$ cat src/rtl/zone_bus_codec.sv
module zone_bus_codec #(
  parameter int ADDR_W  = 32,
  parameter int ZONES   = 4,
  parameter int OFS_POS = 7,
  localparam int ZONE_W = (ZONES > 1) ? $clog2(ZONES) : 1
) (
  input  logic              clk,
  input  logic              rst_n,
  input  logic              in_valid,
  input  logic [ADDR_W-1:0] in_addr,
  output logic              bus_valid,
  output logic              bus_miss,
  output logic [ZONE_W-1:0] bus_zone,
  output logic [ADDR_W-1:0] bus_word,
  input  logic              dec_valid,
  input  logic              dec_miss,
  input  logic [ZONE_W-1:0] dec_zone,
  input  logic [ADDR_W-1:0] dec_word,
  output logic              out_valid,
  output logic [ADDR_W-1:0] out_addr
);

  localparam logic [ADDR_W-1:0] RANGE = ADDR_W'(OFS_POS);
  localparam logic [ZONE_W-1:0] OLDEST = ZONE_W'(ZONES - 1);

  // transmit-side zone state
  logic [ADDR_W-1:0] tx_base [ZONES];
  logic [ZONES-1:0]  tx_live;
  logic [ZONE_W-1:0] tx_age  [ZONES];

  // receive-side zone copy
  logic [ADDR_W-1:0] rx_base [ZONES];
  logic [ZONES-1:0]  rx_live;

  logic [ADDR_W-1:0] diff [ZONES];
  logic [ADDR_W-1:0] mag  [ZONES];
  logic [ZONES-1:0]  near;

  always_comb begin
    for (int z = 0; z < ZONES; z++) begin
      diff[z] = in_addr - tx_base[z];
      mag[z]  = diff[z][ADDR_W-1] ? (~diff[z] + 1'b1) : diff[z];
      near[z] = tx_live[z] && (mag[z] <= RANGE);
    end
  end

  logic              hit;
  logic [ZONE_W-1:0] hit_id;
  logic [ZONE_W-1:0] new_id;
  logic              have_free;

  always_comb begin
    hit_id = '0;
    for (int z = ZONES - 1; z >= 0; z--)
      if (near[z]) hit_id = ZONE_W'(z);
    have_free = 1'b0;
    new_id    = '0;
    for (int z = ZONES - 1; z >= 0; z--)
      if (!tx_live[z]) begin
        have_free = 1'b1;
        new_id    = ZONE_W'(z);
      end
    if (!have_free)
      for (int z = 0; z < ZONES; z++)
        if (tx_age[z] == OLDEST) new_id = ZONE_W'(z);
  end

  assign hit = |near;

  logic [ZONE_W-1:0] use_id;
  logic [ADDR_W-1:0] use_diff, use_mag;
  logic [ADDR_W-1:0] hit_word;

  assign use_id   = hit ? hit_id : new_id;
  assign use_diff = diff[hit_id];
  assign use_mag  = mag[hit_id];

  always_comb begin
    hit_word = '0;
    for (int b = 0; b < OFS_POS; b++)
      hit_word[b] = (use_mag == ADDR_W'(b + 1));
    hit_word[OFS_POS] = use_diff[ADDR_W-1] && (use_mag != '0);
  end

  always_ff @(posedge clk) begin
    if (!rst_n) begin
      bus_valid <= 1'b0;
      bus_miss  <= 1'b0;
      bus_zone  <= '0;
      bus_word  <= '0;
      tx_live   <= '0;
      for (int z = 0; z < ZONES; z++) begin
        tx_base[z] <= '0;
        tx_age[z]  <= ZONE_W'(z);
      end
    end else begin
      bus_valid <= in_valid;
      if (in_valid) begin
        bus_miss <= !hit;
        bus_zone <= use_id;
        bus_word <= hit ? hit_word : in_addr;
        tx_base[use_id] <= in_addr;
        tx_live[use_id] <= 1'b1;
        for (int z = 0; z < ZONES; z++) begin
          if (ZONE_W'(z) == use_id)
            tx_age[z] <= '0;
          else if (tx_age[z] < tx_age[use_id])
            tx_age[z] <= tx_age[z] + 1'b1;
        end
      end
    end
  end

  // receive side
  logic [ADDR_W-1:0] rx_mag;
  logic [ADDR_W-1:0] rx_ref;
  logic [ADDR_W-1:0] rx_addr;

  always_comb begin
    rx_mag = '0;
    for (int b = 0; b < OFS_POS; b++)
      if (dec_word[b]) rx_mag = ADDR_W'(b + 1);
  end

  assign rx_ref  = rx_base[dec_zone];
  assign rx_addr = dec_miss ? dec_word :
                   dec_word[OFS_POS] ? (rx_ref - rx_mag) : (rx_ref + rx_mag);

  always_ff @(posedge clk) begin
    if (!rst_n) begin
      out_valid <= 1'b0;
      out_addr  <= '0;
      rx_live   <= '0;
      for (int z = 0; z < ZONES; z++) rx_base[z] <= '0;
    end else begin
      out_valid <= dec_valid;
      if (dec_valid) begin
        out_addr          <= rx_addr;
        rx_base[dec_zone] <= rx_addr;
        rx_live[dec_zone] <= 1'b1;
      end
    end
  end

endmodule


$ cat config.mk
export PLATFORM = sky130hd
export DESIGN_NAME = zone_bus_codec
export DESIGN_NICKNAME = d
export VERILOG_FILES = /design/src/rtl/zone_bus_codec.sv
export SDC_FILE = /design/constraint.sdc
export NUM_CORES = 1
export LEC_CHECK = 0
export BUFFER_PORTS_ARGS = -buffer_cell sky130_fd_sc_hd__buf_2
export CAP_MARGIN = 20
export CORE_MARGIN = 2
export CORE_UTILIZATION = 35
export CTS_CLUSTER_SIZE = 20
export DETAILED_ROUTE_END_ITERATION = 8
export HOLD_SLACK_MARGIN = 0.05
export PLACE_DENSITY_LB_ADDON = 0.2
export SKIP_LAST_GASP = 1
export SYNTH_ARGS = -nofsm -noshare
export SYNTH_HDL_FRONTEND = slang
export SYNTH_SLANG_ARGS = --single-unit
$ cat constraint.sdc
create_clock -name clk -period 11.23 [get_ports clk]
set_input_delay 0.5615 -clock clk [delete_from_list [all_inputs] [get_ports clk]]
set_output_delay 0.5615 -clock clk [all_outputs]
set_load 0.02 [all_outputs]
**Word level (Yosys, flattened, before mapping)**

Memories as Yosys holds them, arrays and structs flattened.
Cells that the tools add are included.

- Order comparisons: 11
- Reductions and logical operators: 12
- Mux-type cells: 97
- Equal/unequal tests: 14
- $add $sub $neg: 14
- Bitwise logic cells: 14

Operators with widths:

| cell | number |
|---|---|
| $mux 32 | 19 |
| $sub 32x32->32 | 5 |
| $add 32x1->32 const B | 4 |
| $bmux 32 s2 | 2 |
| $eq 32x3->1 const B | 4 |
| $le 32x3->1 const B | 4 |
| $not 32->32 | 4 |
| $eq 32x2->1 const B | 2 |
| $reduce_or 32->1 | 2 |
| $mux 1 | 51 |
| $mux 2 | 24 |
| $add 32x32->32 | 1 |
| $eq 32x1->1 const B | 1 |
| $reduce_bool 32->1 | 1 |
| $add 2x1->2 const B | 4 |
| $eq 2x2->1 const B | 4 |
| $lt 2x2->1 | 4 |
| $or 1x1->1 | 8 |
| $logic_and 1x1->1 | 6 |
| $eq 2x2->1 const A | 2 |
| $or 4x4->4 | 1 |
| $reduce_or 4->1 | 1 |
| $ge 3x3->1 const B | 1 |
| $lt 2x3->1 const B | 1 |
| other kinds (6) | 6 |

- Input port bits: 71
- Word-level logic and storage cells: 172
- Memory bits (writable): 264
- Output and inout bits: 69
- Register bits: 73
- Memories kept: 3

Memory list:

| memory | depth | bits a word | read ports | clocked after Yosys merged registers in | wr ports | line | RTL |
|---|---|---|---|---|---|---|---|
| rx_base | 4 | 32 | 1 | 0 | 4 | 32 | `logic [ADDR_W-1:0] rx_base [ZONES];` |
| tx_base | 4 | 32 | 4 | 0 | 4 | 27 | `logic [ADDR_W-1:0] tx_base [ZONES];` |
| tx_age | 4 | 2 | 5 | 0 | 4 | 29 | `logic [ZONE_W-1:0] tx_age [ZONES];` |

**Longest topological paths before layout**

Gate-level depths: netlist (run 1).
An unclocked memory read counts as a cell.

- Word-level depth: 20
- Gate-level depth with buffers: 28
- Mapped depth without buffers: 28

**Worst setup path after synthesis (run 1)**

Ideal clock, no wire load.

- Path type: input to register
- Start: in in_addr[0]
- End: mem tx_age[3][0] (netlist name) (enable)
- Stages: 19
- Required time: 10.926 ns
- Setup slack: 2.905 ns
- Setup time: 0.304 ns
- Arrival time: 8.021 ns
- Buffers on the path: 0
- Cell sequence: inv_1 -> ha_1 -> fa_1 -> and2b_1 -> o21a_1 -> nor2_1 -> o311ai_0 -> xnor2_1 -> nand3_1 -> or4_4 -> or4_4 -> o41ai_1 -> a32oi_1 -> or4b_4 -> nor4_4 -> a2bb2oi_2 -> nand2_1 -> o21ai_0 -> o31a_1

RTL lines:

| item | line | RTL |
|---|---|---|
| start, declared | 10 | `input logic [ADDR_W-1:0] in_addr,` |
| end, declared | 29 |  |

==> results of run 1 <==
[cell families (layout without fill, tap and decap cells)]
family,Yosys count,count (layout),share of synthesized area
DFF,337,337,0.328
other,0,2,0
adders and majority gates,170,170,0.0756
AOI/OAI and AO/OA,939,939,0.223
and+or+nand+nor,1408,1408,0.240
xor gates and xnor gates,124,124,0.0380
buffers and inverters,391,491,0.0514
muxes,81,81,0.0435
[area by class of cell]
class                      instances  share of cell area
inverter                         250              0.0295
sequential                       337               0.296
antenna                            2            0.000158
clock buffer                      48              0.0334
multi-input combinational       2722               0.560
timing repair buffer             170              0.0292
clock inverter                    23              0.0105
tap                             1060              0.0418
[sequential cells by signal (all words and copies together), names as in the netlist]
register   count
out_addr      32
tx_live        4
tx_base      128
out_valid      1
bus_zone       2
tx_age         8
rx_base      128
bus_valid      1
bus_miss       1
bus_word      32
[metrics by stage]
stage / std cells / setup WS (ns) / area, um2
final: 4612 / 3.77 / 31800
after global placement: 4539 / 3.48 / 30400
after global routing: 4610 / 3.28 / 31800
after CTS: 4610 / 3.82 / 31800
after floorplan: 3450 / 2.91 / 28600
after detailed placement: 4539 / 3.38 / 30400
[worst max-delay path by stage]
stage                                start                    endpoint  slack [ns]  cells past startpoint
6_report       tx_base[1][0]$_SDFFCE_PN0P_  tx_age[1][1]$_SDFFCE_PN0P_        3.77                     20
5_1_grt        tx_base[1][0]$_SDFFCE_PN0P_  tx_age[1][0]$_SDFFCE_PN1P_        3.28                     20
4_1_cts        tx_base[1][0]$_SDFFCE_PN0P_  tx_age[1][0]$_SDFFCE_PN1P_        3.82                     20
3_5_place_dp                    in_addr[1]  tx_age[1][0]$_SDFFCE_PN1P_        3.38                     21
3_3_place_gp                    in_addr[0]  tx_age[1][0]$_SDFFCE_PN1P_        3.48                     22
2_1_floorplan                   in_addr[0]      tx_age[3][0]$_DFFE_PP_        2.91                     19
[layer usage]
layer / vias to the layer above / part of all wire
met3: 163 / 0.082
met1: 12800 / 0.44
li1: 12900 / -
met5: - / 0.00030
met2: 906 / 0.44
met4: 4 / 0.033
[report_power, final]
group          switching (mW)  internal (mW)  total [mW]  leakage (nW)
Sequential             0.0326           1.42        1.46          3.35
Combinational            1.02          0.541        1.56          8.83
Clock                   0.539          0.840        1.38         0.670
Total                    1.59           2.81        4.40          12.9
[cells in the mapped netlist (all sizes together) (11+ instances only)]
master   instances
nand2          370
o211ai          37
inv            250
nand3          117
mux4            33
nor4            41
nand4           43
dfxtp           73
or3             31
and2            51
nor2b           29
or2             34
nand2b          39
xor2            45
and3            42
nor4b           14
a21oi          197
a22oi           11
mux2i           33
a211oi          52
mux2            15
ha             165
edfxtp         264
o22ai           12
o21bai          19
o21ai          194
xnor2           79
nor2           414
and4            14
a21boi          43
buf             17
o21a            41
nand3b          15
o221ai          12
a31oi           27
clkbuf         124
a211o           18
a21o            86
a2111oi         17
or4             21
o31ai           35
o211a           19
nor3            95
==> summary.txt, run 1 <==
Logic synthesis
  – Number of synthesized flops with an enable pin: around 260
  – Post-synth ARST share: 0
  – Share of the synthesized area in the top cell type: 0.277
  – Syn Nets: about 3.7k
  – Synthesized cell area: approximately 29,000 um2
  – Cell variety after synth: just over 100
  – Cells after Synth: 3,450
  – Avg Inst Size Synth: between 8 and 9 um2
  – YS warnings: 0
  – Area leader, netlist: edfxtp_1
  – Post-synthesis sequential area ratio: 0.328
  – Ys flop type: edfxtp_1
  – #FFs+latches synth: 337
  – Most area-consuming cells after synthesis: edfxtp_1 28%, ha_1 7.2%, nor2_1 5.4%

Timing
  – Max-slew violation count: 0
  – Period utilization: 0.664
  – Setup TNS: 0 ns
  – Post-Route Skew: between 0.015 and 0.02 ns
  – Final Hold Vio Count: 0
  – Hold_ws: around 0.26 ns
  – Tmin final: 7.46 ns
  – Fmax: 134 MHz
  – RSZ-0062 raised after global routing: false
  – Relative slew slack: 0.275
  – Final setup viols: 0
  – Worst Tran Pin Value: ~1.1 ns

Worst setup path
  – Cells along the critical path: ha_1 -> fa_1 -> and2b_1 -> o21ai_0 -> a211oi_1 -> nor4_2 -> o21ai_1 -> xnor2_1 -> nand3_1 -> or4_4 -> o41ai_1 -> a32oi_1 -> or4b_4 -> nor4_4 -> a31oi_2 -> o21a_1 -> mux2i_1 -> mux2_2 -> or4_1 -> nand4_1
  – Worst Setup Start Kind: flop
  – R2r startpoint: tx_base[1][0]$_SDFFCE_PN0P_
  – Slowest-stage cell, CP: nor4_4
  – R2R setup slack: about 3.8 ns
  – Crit-path max FO: 12
  – Critical path buffer and inverter count: 0
  – CP Class: reg -> reg
  – Worst setup EP type: flop
  – CP Data Arrival Time: approximately 7.7 ns
  – Critical path data required time: between 10 and 15 ns
  – Reg-to-Reg End: tx_age[1][1]$_SDFFCE_PN0P_
  – Slowest stage delay, CP: just under 0.7 ns
  – R2r worst-path depth: 20
  – CP top delay family: simple AND/OR/NAND/NOR gates

Job
  – Max cap viols: 0

Clock tree
  – Worst-case clock buffer depth: 3
  – H-tree depth: 2
  – CTS tree: yes
  – CTS resizes: 0
  – CTS Sinks: 337
  – Skew-Pair Late Insertion Delay: ~0.57 ns
  – Post-CTS Setup Inserts: 0
  – Root Buffer: clkbuf_16
  – Cts hold-fix bufs: 0
  – Reg clk slew, reported paths: roughly 0.06 ns
  – CTS Buf Count: 39

Placed design
  – Final GP Congestion: 0.934
  – HPWL Detailed: about 76,000 um
  – Port bufs: approximately 140

Finish
  – FF/Latch Area: 9390 um2
  – Final core utilization: 0.394
  – Share of layout cells above drive strength 1: 0.0992
  – Footprint of the multi-input gates: about 18,000 um2
  – Nets: roughly 3.8k
  – Fillcell total: 8,354
  – P&R area growth vs syn: 11.0%
  – Commonest non-fill, non-tap cell in the layout: nor2_1
  – Most frequent cells in the layout: 414 x nor2_1, 370 x nand2_1, 264 x edfxtp_1, 249 x inv_1, 197 x a21oi_1

Global routing
  – Met2 usage: 0.372
  – GRT overflow: 0
  – Initial antenna violation count: 11
  – GR Layer Usage met1: 0.314
  – Gr busiest metal: met2
  – Pin count of the biggest net entering global routing: 65
  – First-pass GRT wire length: about 150,000 um
  – Met3 GRT Util: 0.0492
  – Vias in the first global route: 25.1k
  – Gr usage total: 0.233

Power
  – Pwr Density: roughly 140 nW/um2
  – VDD IR-drop max: 0.000126 V
  – Lkg Pwr: around 13 nW
  – Design Power: about 4.4 mW

Floorplanning
  – I/O Pins: 140
  – # rows: around 100
  – Core area: 80,700 um2
  – Initial Util: 0.355
  – Die width: 290 um
  – Die area: 84,100 um2
  – Chip height: 290 um

Detailed routing
  – Initial DRT Pass Iterations: 6
  – Vias per cell: 5.79
  – Post-DRT Antenna Nets: 0
  – Residual DRC: 0
  – First DRT Iteration DRCs: roughly 2.3k
  – WL/cell: 22.0 um
  – DRT Wirelength: around 100,000 um
  – Via count: 26.7k

Run status
  – Outcome: complete, no violations

Min path
  – Hold_sp: dec_valid
  – Hold Path Class: in -> reg
  – Hold Crit Depth: 2
  – WHS Endpoint: out_addr[31]$_SDFFE_PN0P_
Power figures use the tool's default switching activity.
==> inputs of run 2 (changes only) <==
==> constraint.sdc (replaced) <==
create_clock -name clk -period 6.5 [get_ports clk]
set_input_delay 0.325 -clock clk [delete_from_list [all_inputs] [get_ports clk]]
set_output_delay 0.325 -clock clk [all_outputs]
set_load 0.02 [all_outputs]
==> run 2 against run 1 <==
- sequential power is 72% higher
- first-iteration DRC count is 12% lower
- combinational power is 97% higher
- worst hold slack worse by 0.16 ns
- cell count is 6.2% higher
- worst setup slack worse by 3.5 ns
- global-route usage is 0.37 points higher
- power is 82% higher
- clock power is 75% higher
- clock skew is 0.014 ns higher
- critical path depth is 1 higher
- critical endpoint is now tx_age[1][0]$_SDFFCE_PN1P_
==> summary.txt, run 2 (same netlist as run 1, synthesis figures left out) <==
Run status
  – Outcome: complete, no violations

Finish
  – Nets: 4,048 (+7.6%)
  – Design area: 34,200 um2 (+7.6%)
  – Most frequent cells in the layout: 414 x nor2_1, 369 x nand2_1, 309 x buf_4, 264 x edfxtp_1, 249 x inv_1
  – Commonest non-fill, non-tap cell in the layout: nor2_1
  – Share of layout cells above drive strength 1: 0.174 (+0.0746)
  – Non-Filler Instances: 4,898 (+6.2%)
  – # diodes: 0 (-2)
  – Biggest regs: rx_base x128, tx_base x128
  – P&R area growth vs syn: 19.4%

Timing
  – Relative slew slack: 0.402 (+0.127)
  – Max-slew violation count: 0 (unchanged)
  – Period utilization: 0.960 (+0.296)
  – Post-Route Skew: 0.0331 ns (+0.0143 ns)
  – Tmin final: 6.24 ns (-1.22 ns)
  – Setup ws final: 0.258 ns (-3.51 ns)
  – Final setup viols: 0 (unchanged)
  – Fmax: 160 MHz (+20%)
  – Worst Tran Pin Value: 0.884 ns (-0.196 ns)
  – Final Hold Vio Count: 0 (unchanged)

Job
  – Max cap viols: 0 (unchanged)

Worst setup path
  – CP Class: reg -> reg
  – Crit-path max FO: 7 (-5)
  – Worst setup EP type: flop
  – CP Data Arrival Time: 6.54 ns (-1.19 ns)
  – Cells along the critical path: ha_1 -> fa_1 -> and2b_2 -> o21ai_1 -> a21boi_1 -> o21ai_2 -> nor4_4 -> nand4_2 -> or4_4 -> or4_4 -> o41ai_4 -> a32oi_1 -> or4b_4 -> nor4_4 -> buf_6 -> a31oi_2 -> o21a_2 -> mux2i_1 -> mux2_2 -> or4_1 -> nand4_1
  – Slowest-stage cell, CP: or4b_4
  – Slowest stage delay, CP: 0.56 ns (-0.12 ns)
  – Critical path data required time: 6.80 ns (-4.70 ns)
  – Worst Setup Start Kind: flop
  – CP top delay family: simple AND/OR/NAND/NOR gates
  – Critical path buffer and inverter count: 1 (+1)

Floorplanning
  – Chip height: 290 um (unchanged)
  – Die area: 84,100 um2 (unchanged)
  – Core area: 80,700 um2 (unchanged)
  – I/O Pins: 140 (unchanged)
  – Initial Util: 0.355 (unchanged)
  – Die width: 290 um (unchanged)
  – # rows: 104 (unchanged)

Detailed routing
  – Vias per cell: 5.64 (-2.7%)
  – WL/cell: 20.9 um (-5.1%)
  – Post-DRT Antenna Nets: 0 (unchanged)
  – Via count: 27.6k (+3.3%)
  – Residual DRC: 0 (unchanged)
  – DRT Wirelength: 102,000 um (+0.77%)
  – First DRT Iteration DRCs: 2,054 (-12%)
  – Initial DRT Pass Iterations: 6 (unchanged)

Global routing
  – Gr usage total: 0.237 (+0.00368)
  – First-pass GRT wire length: 156,000 um (+2.5%)
  – GR Layer Usage met1: 0.327 (+0.0128)
  – Met3 GRT Util: 0.0464 (-0.00283)
  – Pin count of the biggest net entering global routing: 65 (unchanged)
  – GRT overflow: 0 (unchanged)
  – Gr busiest metal: met2
  – Met2 usage: 0.367 (-0.00469)
  – Initial antenna violation count: 3 (-8)
  – Vias in the first global route: 26.2k (+4.4%)

Placed design
  – Worst setup slack after placement: -0.263 ns (-3.64 ns)
  – Placed Instance Area: 32,600 um2 (+7.4%)
  – Final GP Congestion: 0.952 (+1.9%)
  – Post-Place Cells: 4,824 (+6.3%)
  – HPWL Detailed: 78,900 um (+3.9%)
  – Port bufs: 139 (unchanged)

Clock tree
  – CTS Buf Count: 39 (unchanged)
  – H-tree depth: 2 (unchanged)
  – Worst-case clock buffer depth: 3 (unchanged)
  – CTS tree: yes
  – Skew-Pair Late Insertion Delay: 0.59 ns (+0.02 ns)
  – CTS Sinks: 337 (unchanged)
  – Reg clk slew, reported paths: 0.06 ns (about the same)
  – Root Buffer: clkbuf_16

Min path
  – Hold Path Class: in -> reg

Power
  – VDD IR-drop max: 0.000200 V (+59%)
  – Pwr Density: 234 nW/um2 (+69%)
  – Lkg Pwr: 14.3 nW (+11%)
[run 2: cell types whose count changed in the layout (fill, tap and decap cells not counted), moves of 3 or more]
cell / change
buf_4: +278
nor4_1: -3
a211oi_2: +6
o21ai_1: +3
a21boi_0: -3
o21ai_0: -3
a21boi_1: +3
buf_12: +7
a211oi_1: -6
[run 2: worst paths after layout]
check | slack (ns) | cells past startpoint | end | start
max | 0.26 | 21 | tx_age[1][0]$_SDFFCE_PN1P_ | tx_base[1][0]$_SDFFCE_PN0P_
min | 0.1 | 3 | out_addr[23]$_SDFFE_PN0P_ | dec_word[23]
max reg2reg | 0.26 | 21 | tx_age[1][0]$_SDFFCE_PN1P_ | tx_base[1][0]$_SDFFCE_PN0P_
min reg2reg | 0.44 | 2 | out_addr[25]$_SDFFE_PN0P_ | out_addr[25]$_SDFFE_PN0P_
[run 2: per-layer routing]
layer,vias up,part of all wire
met2,881,0.43
met1,13100,0.46
li1,13500,-
met5,-,0.00016
met3,168,0.073
met4,2,0.036
[run 2: layout make-up]
type / count / area [um2]
Inverter: 250 / 938
Fill cell: 8244 / 46500
Tap cell: 1060 / 1330
Sequential cell: 337 / 9390
Clock buffer: 51 / 1070
Timing Repair Buffer: 457 / 3180
Multi-Input combinational cell: 2722 / 18000
Clock inverter: 21 / 312
[run 2: metrics by stage]
| stage | setup TNS, ns | total power, mW | utilization | hold WS, ns |
|---|---|---|---|---|
| floorplan | 0 | 4.46 | - | 0.426 |
| global placement | -0.939 | 5.55 | 0.404 | 0.429 |
| detailed placement | -1.91 | 5.54 | 0.404 | 0.432 |
| CTS | 0 | 7.96 | 0.421 | 0.0797 |
| global route | -0.0521 | 8.40 | 0.424 | 0.102 |
| finish | 0 | 7.99 | 0.424 | 0.0975 |
[run 2: worst register-to-register path: cells and delay by family (launching register included)]
family,cells,cell delay (ns)
buffers and inverters,1,0.18
adders and majority gates,2,0.62
muxes,2,0.46
and+or+nand+nor,9,3.21
AOI/OAI and AO/OA,7,1.15
DFF,1,0.37
[run 2: power by group]
part           switching (mW)  internal, mW  leakage (nW)
Clock                   0.987          1.42         0.675
Combinational            1.86          1.21          10.3
Sequential             0.0531          2.46          3.35
[run 2: timing repair]
item                                   CTS  global route
buffers inserted                         0             1
gates resized for setup                  4            36
pin swaps                                0             5
setup endpoints to repair                6           163
hold buffers                             1             0
endpoints found under the hold margin    1             0
